File: src/rtl/wcs_pkg.sv
package wcs_pkg;
  typedef enum logic [1:0] {
    ST_IDLE  = 2'd0,
    ST_ISSUE = 2'd1,
    ST_FIN   = 2'd2
  } wcs_state_e;
endpackage

File: src/rtl/wcs_chunk_calc.sv
// Combinational size of the current chunk and chip-end detection.
module wcs_chunk_calc #(
  parameter int CHIP_SHIFT = 12,
  parameter int EBUF_LOG2  = 5,
  parameter int LEN_W      = 16
) (
  input  logic [CHIP_SHIFT-1:0] off,
  input  logic [LEN_W-1:0]      rem,
  output logic [LEN_W-1:0]      size,
  output logic                  roll
);
  localparam logic [LEN_W-1:0] EBUF = LEN_W'(1) << EBUF_LOG2;

  logic [LEN_W-1:0]      room;
  logic [CHIP_SHIFT:0]   sum;

  generate
    if (EBUF_LOG2 == 0) begin : g_unit
      assign room = EBUF;
    end else begin : g_aligned
      assign room = EBUF - LEN_W'(off[EBUF_LOG2-1:0]);
    end
  endgenerate

  always_comb begin
    size = (rem < room) ? rem : room;
    sum  = {1'b0, off} + (CHIP_SHIFT+1)'(size);
    roll = sum[CHIP_SHIFT];
  end
endmodule

File: src/rtl/wcs_pos_tracker.sv
// Position registers: chip, in-chip offset, bytes owed, bytes retired.
module wcs_pos_tracker #(
  parameter int CHIP_W     = 4,
  parameter int CHIP_SHIFT = 12,
  parameter int LEN_W      = 16
) (
  input  logic                  clk,
  input  logic                  rst_n,
  input  logic                  load,
  input  logic [CHIP_W-1:0]     ld_chip,
  input  logic [CHIP_SHIFT-1:0] ld_off,
  input  logic [LEN_W-1:0]      ld_len,
  input  logic                  advance,
  input  logic [LEN_W-1:0]      size,
  input  logic                  roll,
  output logic [CHIP_W-1:0]     chip_q,
  output logic [CHIP_SHIFT-1:0] off_q,
  output logic [LEN_W-1:0]      rem_q,
  output logic [LEN_W-1:0]      bytes_q
);
  logic [CHIP_W-1:0]     chip_d;
  logic [CHIP_SHIFT-1:0] off_d;
  logic [LEN_W-1:0]      rem_d;
  logic [LEN_W-1:0]      bytes_d;
  logic                  en;

  assign en = load | advance;

  always_comb begin
    chip_d  = chip_q;
    off_d   = off_q;
    rem_d   = rem_q;
    bytes_d = bytes_q;
    if (load) begin
      chip_d  = ld_chip;
      off_d   = ld_off;
      rem_d   = ld_len;
      bytes_d = '0;
    end else if (advance) begin
      rem_d   = rem_q - size;
      bytes_d = bytes_q + size;
      if (roll) begin
        chip_d = chip_q + CHIP_W'(1);
        off_d  = '0;
      end else begin
        off_d  = off_q + CHIP_SHIFT'(size);
      end
    end
  end

  always_ff @(posedge clk or negedge rst_n) begin
    if (!rst_n) begin
      chip_q  <= '0;
      off_q   <= '0;
      rem_q   <= '0;
      bytes_q <= '0;
    end else if (en) begin
      chip_q  <= chip_d;
      off_q   <= off_d;
      rem_q   <= rem_d;
      bytes_q <= bytes_d;
    end
  end
endmodule

File: src/rtl/wcs_ctrl.sv
// Request sequencing and error capture.
module wcs_ctrl
  import wcs_pkg::*;
#(
  parameter int ERR_W = 4
) (
  input  logic             clk,
  input  logic             rst_n,
  input  logic             req_fire,
  input  logic             req_empty,
  input  logic             cmd_done,
  input  logic             cmd_err,
  input  logic [ERR_W-1:0] cmd_err_code,
  input  logic             chunk_last,
  output wcs_state_e       state_q,
  output logic             load,
  output logic             advance,
  output logic             err_q,
  output logic [ERR_W-1:0] code_q
);
  wcs_state_e       state_d;
  logic             err_d;
  logic [ERR_W-1:0] code_d;
  logic             issuing;

  assign issuing = (state_q == ST_ISSUE);
  assign load    = (state_q == ST_IDLE) & req_fire;
  assign advance = issuing & cmd_done & ~cmd_err;

  always_comb begin
    state_d = state_q;
    unique case (state_q)
      ST_IDLE:  if (req_fire) state_d = req_empty ? ST_FIN : ST_ISSUE;
      ST_ISSUE: if (cmd_err || (cmd_done && chunk_last)) state_d = ST_FIN;
      ST_FIN:   state_d = ST_IDLE;
      default:  state_d = ST_IDLE;
    endcase
  end

  always_comb begin
    err_d  = err_q;
    code_d = code_q;
    if (load) begin
      err_d  = 1'b0;
      code_d = '0;
    end else if (issuing && cmd_err) begin
      err_d  = 1'b1;
      code_d = cmd_err_code;
    end
  end

  always_ff @(posedge clk or negedge rst_n) begin
    if (!rst_n) begin
      state_q <= ST_IDLE;
      err_q   <= 1'b0;
      code_q  <= '0;
    end else begin
      state_q <= state_d;
      err_q   <= err_d;
      code_q  <= code_d;
    end
  end
endmodule

File: src/rtl/wchunk_splitter.sv
module wchunk_splitter
  import wcs_pkg::*;
#(
  parameter int ADDR_W     = 16,
  parameter int LEN_W      = 16,
  parameter int CHIP_SHIFT = 12,
  parameter int BUF_LOG2   = 4,
  parameter int ILV_LOG2   = 1,
  parameter int NCHIP      = 4,
  parameter int ERR_W      = 4,
  localparam int CHIP_W    = ADDR_W - CHIP_SHIFT
) (
  input  logic                  clk,
  input  logic                  rst_n,
  input  logic                  req_valid,
  input  logic [ADDR_W-1:0]     req_offset,
  input  logic [LEN_W-1:0]      req_len,
  output logic                  req_ready,
  output logic                  cmd_valid,
  output logic [CHIP_W-1:0]     cmd_chip,
  output logic [CHIP_SHIFT-1:0] cmd_offset,
  output logic [LEN_W-1:0]      cmd_size,
  input  logic                  cmd_done,
  input  logic                  cmd_err,
  input  logic [ERR_W-1:0]      cmd_err_code,
  output logic                  fin_valid,
  output logic                  fin_err,
  output logic [ERR_W-1:0]      fin_code,
  output logic [LEN_W-1:0]      fin_bytes
);
  localparam int              EBUF_LOG2 = BUF_LOG2 + ILV_LOG2;
  localparam logic [CHIP_W-1:0] LAST_CHIP = CHIP_W'(NCHIP - 1);

  wcs_state_e           state_q;
  logic                 load, advance, err_q;
  logic [ERR_W-1:0]     code_q;
  logic [CHIP_W-1:0]    ld_chip, chip_q;
  logic [CHIP_SHIFT-1:0] off_q;
  logic [LEN_W-1:0]     rem_q, bytes_q, size;
  logic                 roll, req_fire, req_empty, chunk_last;

  assign ld_chip    = req_offset[ADDR_W-1:CHIP_SHIFT];
  assign req_ready  = (state_q == ST_IDLE);
  assign req_fire   = req_valid & req_ready;
  assign req_empty  = (req_len == '0) | (ld_chip > LAST_CHIP);
  assign chunk_last = (rem_q == size) | (roll & (chip_q == LAST_CHIP));

  wcs_chunk_calc #(
    .CHIP_SHIFT (CHIP_SHIFT),
    .EBUF_LOG2  (EBUF_LOG2),
    .LEN_W      (LEN_W)
  ) u_calc (
    .off  (off_q),
    .rem  (rem_q),
    .size (size),
    .roll (roll)
  );

  wcs_pos_tracker #(
    .CHIP_W     (CHIP_W),
    .CHIP_SHIFT (CHIP_SHIFT),
    .LEN_W      (LEN_W)
  ) u_pos (
    .clk     (clk),
    .rst_n   (rst_n),
    .load    (load),
    .ld_chip (ld_chip),
    .ld_off  (req_offset[CHIP_SHIFT-1:0]),
    .ld_len  (req_len),
    .advance (advance),
    .size    (size),
    .roll    (roll),
    .chip_q  (chip_q),
    .off_q   (off_q),
    .rem_q   (rem_q),
    .bytes_q (bytes_q)
  );

  wcs_ctrl #(
    .ERR_W (ERR_W)
  ) u_ctrl (
    .clk          (clk),
    .rst_n        (rst_n),
    .req_fire     (req_fire),
    .req_empty    (req_empty),
    .cmd_done     (cmd_done),
    .cmd_err      (cmd_err),
    .cmd_err_code (cmd_err_code),
    .chunk_last   (chunk_last),
    .state_q      (state_q),
    .load         (load),
    .advance      (advance),
    .err_q        (err_q),
    .code_q       (code_q)
  );

  assign cmd_valid  = (state_q == ST_ISSUE);
  assign cmd_chip   = chip_q;
  assign cmd_offset = off_q;
  assign cmd_size   = size;
  assign fin_valid  = (state_q == ST_FIN);
  assign fin_err    = err_q;
  assign fin_code   = code_q;
  assign fin_bytes  = bytes_q;
endmodule

File: config.mk
export PLATFORM = sky130hd
export DESIGN_NAME = wchunk_splitter
export DESIGN_NICKNAME = d
export VERILOG_FILES = /design/src/rtl/wcs_pkg.sv /design/src/rtl/wcs_chunk_calc.sv /design/src/rtl/wcs_pos_tracker.sv /design/src/rtl/wcs_ctrl.sv /design/src/rtl/wchunk_splitter.sv
export SDC_FILE = /design/constraint.sdc
export NUM_CORES = 1
export LEC_CHECK = 0
export ABC_AREA = 1
export CORE_MARGIN = 2
export CORE_UTILIZATION = 30
export CTS_CLUSTER_SIZE = 14
export DETAILED_ROUTE_END_ITERATION = 12
export PLACE_DENSITY = 0.59
export SYNTH_ARGS = -nofsm -noshare
export SYNTH_HDL_FRONTEND = slang
export SYNTH_SLANG_ARGS = --single-unit
File: constraint.sdc
create_clock -name clk -period 3.76 [get_ports clk]
set_input_delay 0.94 -clock clk [delete_from_list [all_inputs] [get_ports clk]]
set_output_delay 0.94 -clock clk [all_outputs]
set_load 0.02 [all_outputs]
==> impl_metrics.ini <==
[run_status]
status = complete, no violations

[routing]
routed-via-count = 4778
drtAntennaViolNets = 0
routed_wl_um = 13500
vias_per_cell = 4.63
drc = 0
drt_iter0_drc = 239
wl_per_cell_um = 13.1
firstDrtPassIters = 4

[grt]
first_global_vias = 4683
grt_overflow = 0
track_usage = 0.167
grt_start_max_net_pins = 46
grt_first_pass_wirelength_um = 22500
antenna_found_initial = 0

[setup_path]
r2r_cells = 21
end_kind = output port
cp_top_family = buffers and inverters
path_common_cell = nand3_1
worstPathArrival_ns = 2.65
crit_fanout = 5
max_stage_delay_ns = 0.41
crit_cells = 12
crit_slowest_cell = dfrtp_1
critical_path_class = reg2out
crit_chain = inv_1 -> ha_2 -> nand3_1 -> xor2_1 -> ha_1 -> nand2_1 -> nand4_1 -> nor2_2 -> buf_4 -> nand3_1 -> nand2_2 -> dlygate4sd2_1
cp_data_required_time_ns = 2.82
worst-path-buf-inv = 3
worstSetupStartpointType = flop
r2r_slack_ns = 0.29

[die]
start_util = 0.303
rows = 46
ios = 97
dieHeight_um = 130
die_w_um = 130
coreArea_um2 = 15700
die-area_um2 = 16900

[yosys]
yosysWarnings = 0
seq_area_frac_synth = 0.290
syn_avg_cell_area_um2 = 6.72
synthArstFlopShare = 1.00
syn_inst = 707
synth-edff-count = 0
netlist_area_um2 = 4750
synth_cell_types = 38
ys_ff_latch = 55
synth_flop_cell = dfrtp_1

[clock_tree]
h-tree-depth = 2
clock_sinks = 55
cts_buffers = 5
clock-root-buffer = clkbuf_16
clk_pin_slew_ns = 0.07
cts_tree = built
cts_hold_buffers = 0
cts_buffer_depth = 2
clkLatencyLatePin_ns = 0.31

[power_and_ir_drop]
p_leak_uw = 0.00319
vdd_drop_max_v = 0.000275
power.density_nw_per_um2 = 604

[placed_design]
placed_area_um2 = 5910
dpl.hpwl_um = 10600
gp_congestion = 0.855
port_buffers = 86

[layout]
final_area_um2 = 6140
area_growth_pct = 29.3
drive_gt1_frac = 0.0638
final_nets = 898
final_common_cell = nand2_1
antenna_cells = 0
final_cell_mix = nand2_1 (223), inv_1 (85), clkdlybuf4s50_1 (79)
fillers = 1734

[sta]
max_freq_ghz = 0.279
fin_crit_sh = 0.955
setup_viol = 0
fin_crit_ns = 3.59
final-hold-violation-count = 0
rsz0062_at_grt = yes
slew_headroom = 0.277
tightest_slew_ns = 1.09
fin_skew_ns = 0.00347
finalMaxSlewViolations = 0
whs_ns = 0.485

[job]
cap_violations = 0

[hold_path]
worst_hold_path_type = reg2reg
min_delay_path_depth = 2
## per-stage QoR
| stage | setup WS [ns] | cells | util | total power (uW) | TNS (ns) |
|---|---|---|---|---|---|
| floorplan | 0.0519 | 731 | - | 2410 | 0 |
| global placement | 0.160 | 1022 | 0.377 | 3120 | 0 |
| detailed placement | 0.127 | 1022 | 0.377 | 3090 | 0 |
| CTS | 0.0767 | 1030 | 0.388 | 3650 | 0 |
| global route | -0.0436 | 1031 | 0.393 | 4080 | -0.174 |
| finish | 0.170 | 1031 | 0.393 | 3710 | 0 |
## registers in the layout, indices dropped and copies added (netlist names)
| name | count |
|---|---|
| u_ctrl.err_q | 1 |
| u_ctrl.state_q | 2 |
| u_pos.chip_q | 4 |
| u_pos.rem_q | 16 |
| u_pos.off_q | 12 |
| u_pos.bytes_q | 16 |
| u_ctrl.code_q | 4 |
## synth_stat cells (all sizes together) (2+ instances only)
master	number	area share
nand2	235	0.19
inv	92	0.073
nand3	74	0.078
dfrtp	55	0.29
nor2	49	0.041
ha	40	0.11
a21oi	37	0.039
o21ai	33	0.035
buf	17	0.026
nand4	12	0.017
xor2	10	0.018
o211ai	8	0.013
xnor2	6	0.011
nand3b	5	0.0079
a22o	4	0.0074
clkbuf	4	0.0032
o21bai	4	0.0063
fa	3	0.013
nor3	3	0.0032
o22ai	3	0.0040
and3	2	0.0026
nor4	2	0.0026
o21a	2	0.0032
o221ai	2	0.0037
## layer usage
layer  track usage  share of wire  vias up
li1              -              -     2488
met1         0.225           0.48     2189
met2         0.281           0.47       91
met3        0.0275          0.042       10
met4        0.0398          0.011        0
met5             0              0        -
## path summary, 6_finish.rpt
kind,start,to
max,u_pos.off_q[0]$_DFFE_PN0P_,cmd_size[1]
min,u_ctrl.err_q$_DFFE_PN0P_,u_ctrl.err_q$_DFFE_PN0P_
max reg2reg,u_pos.off_q[0]$_DFFE_PN0P_,u_pos.rem_q[9]$_DFFE_PN0P_
min reg2reg,u_ctrl.err_q$_DFFE_PN0P_,u_ctrl.err_q$_DFFE_PN0P_
max in group asynchronous,rst_n,u_pos.bytes_q[14]$_DFFE_PN0P_
min in group asynchronous,rst_n,u_pos.off_q[8]$_DFFE_PN0P_
## cell type report
class                   instances  area (um2)  share of cell area
well taps                     216         270              0.0440
multi-input cells             563        3050               0.496
flip-flops and latches         55        1380               0.224
inverters                      92         345              0.0562
repair buffers                 97         930               0.151
clock buffers                   6         139              0.0226
clock inverters                 2        35.0             0.00570
## report_power, final
group	switching, uW	internal (uW)
sequential	160	724
combinational	1370	885
clock	236	332
total	1770	1940
## timing repair
| item | 4_1_cts | 5_1_grt |
|---|---|---|
| buffers inserted | 0 | 1 |
| gates resized for setup | 6 | 24 |
| endpoints found under the setup margin | 6 | 44 |
| pin swaps | 0 | 2 |
## worst min-delay path, delay by kind of cell, from the launching register on
family / cells / cell delay (ns)
DFF: 1 / 0.36
and+or+nand+nor: 2 / 0.10
## logic make-up after synthesis
kind of cell	after synthesis	share of synthesized area
AND/OR/NAND/NOR	384	0.346
XOR/XNOR	16	0.0295
flip-flops	55	0.290
AO/OA/AOI/OAI	95	0.114
buffers and inverters	113	0.101
adder cells (fa/ha/maj)	43	0.118
other	1	0.000789
Power figures use the tool's default switching activity.
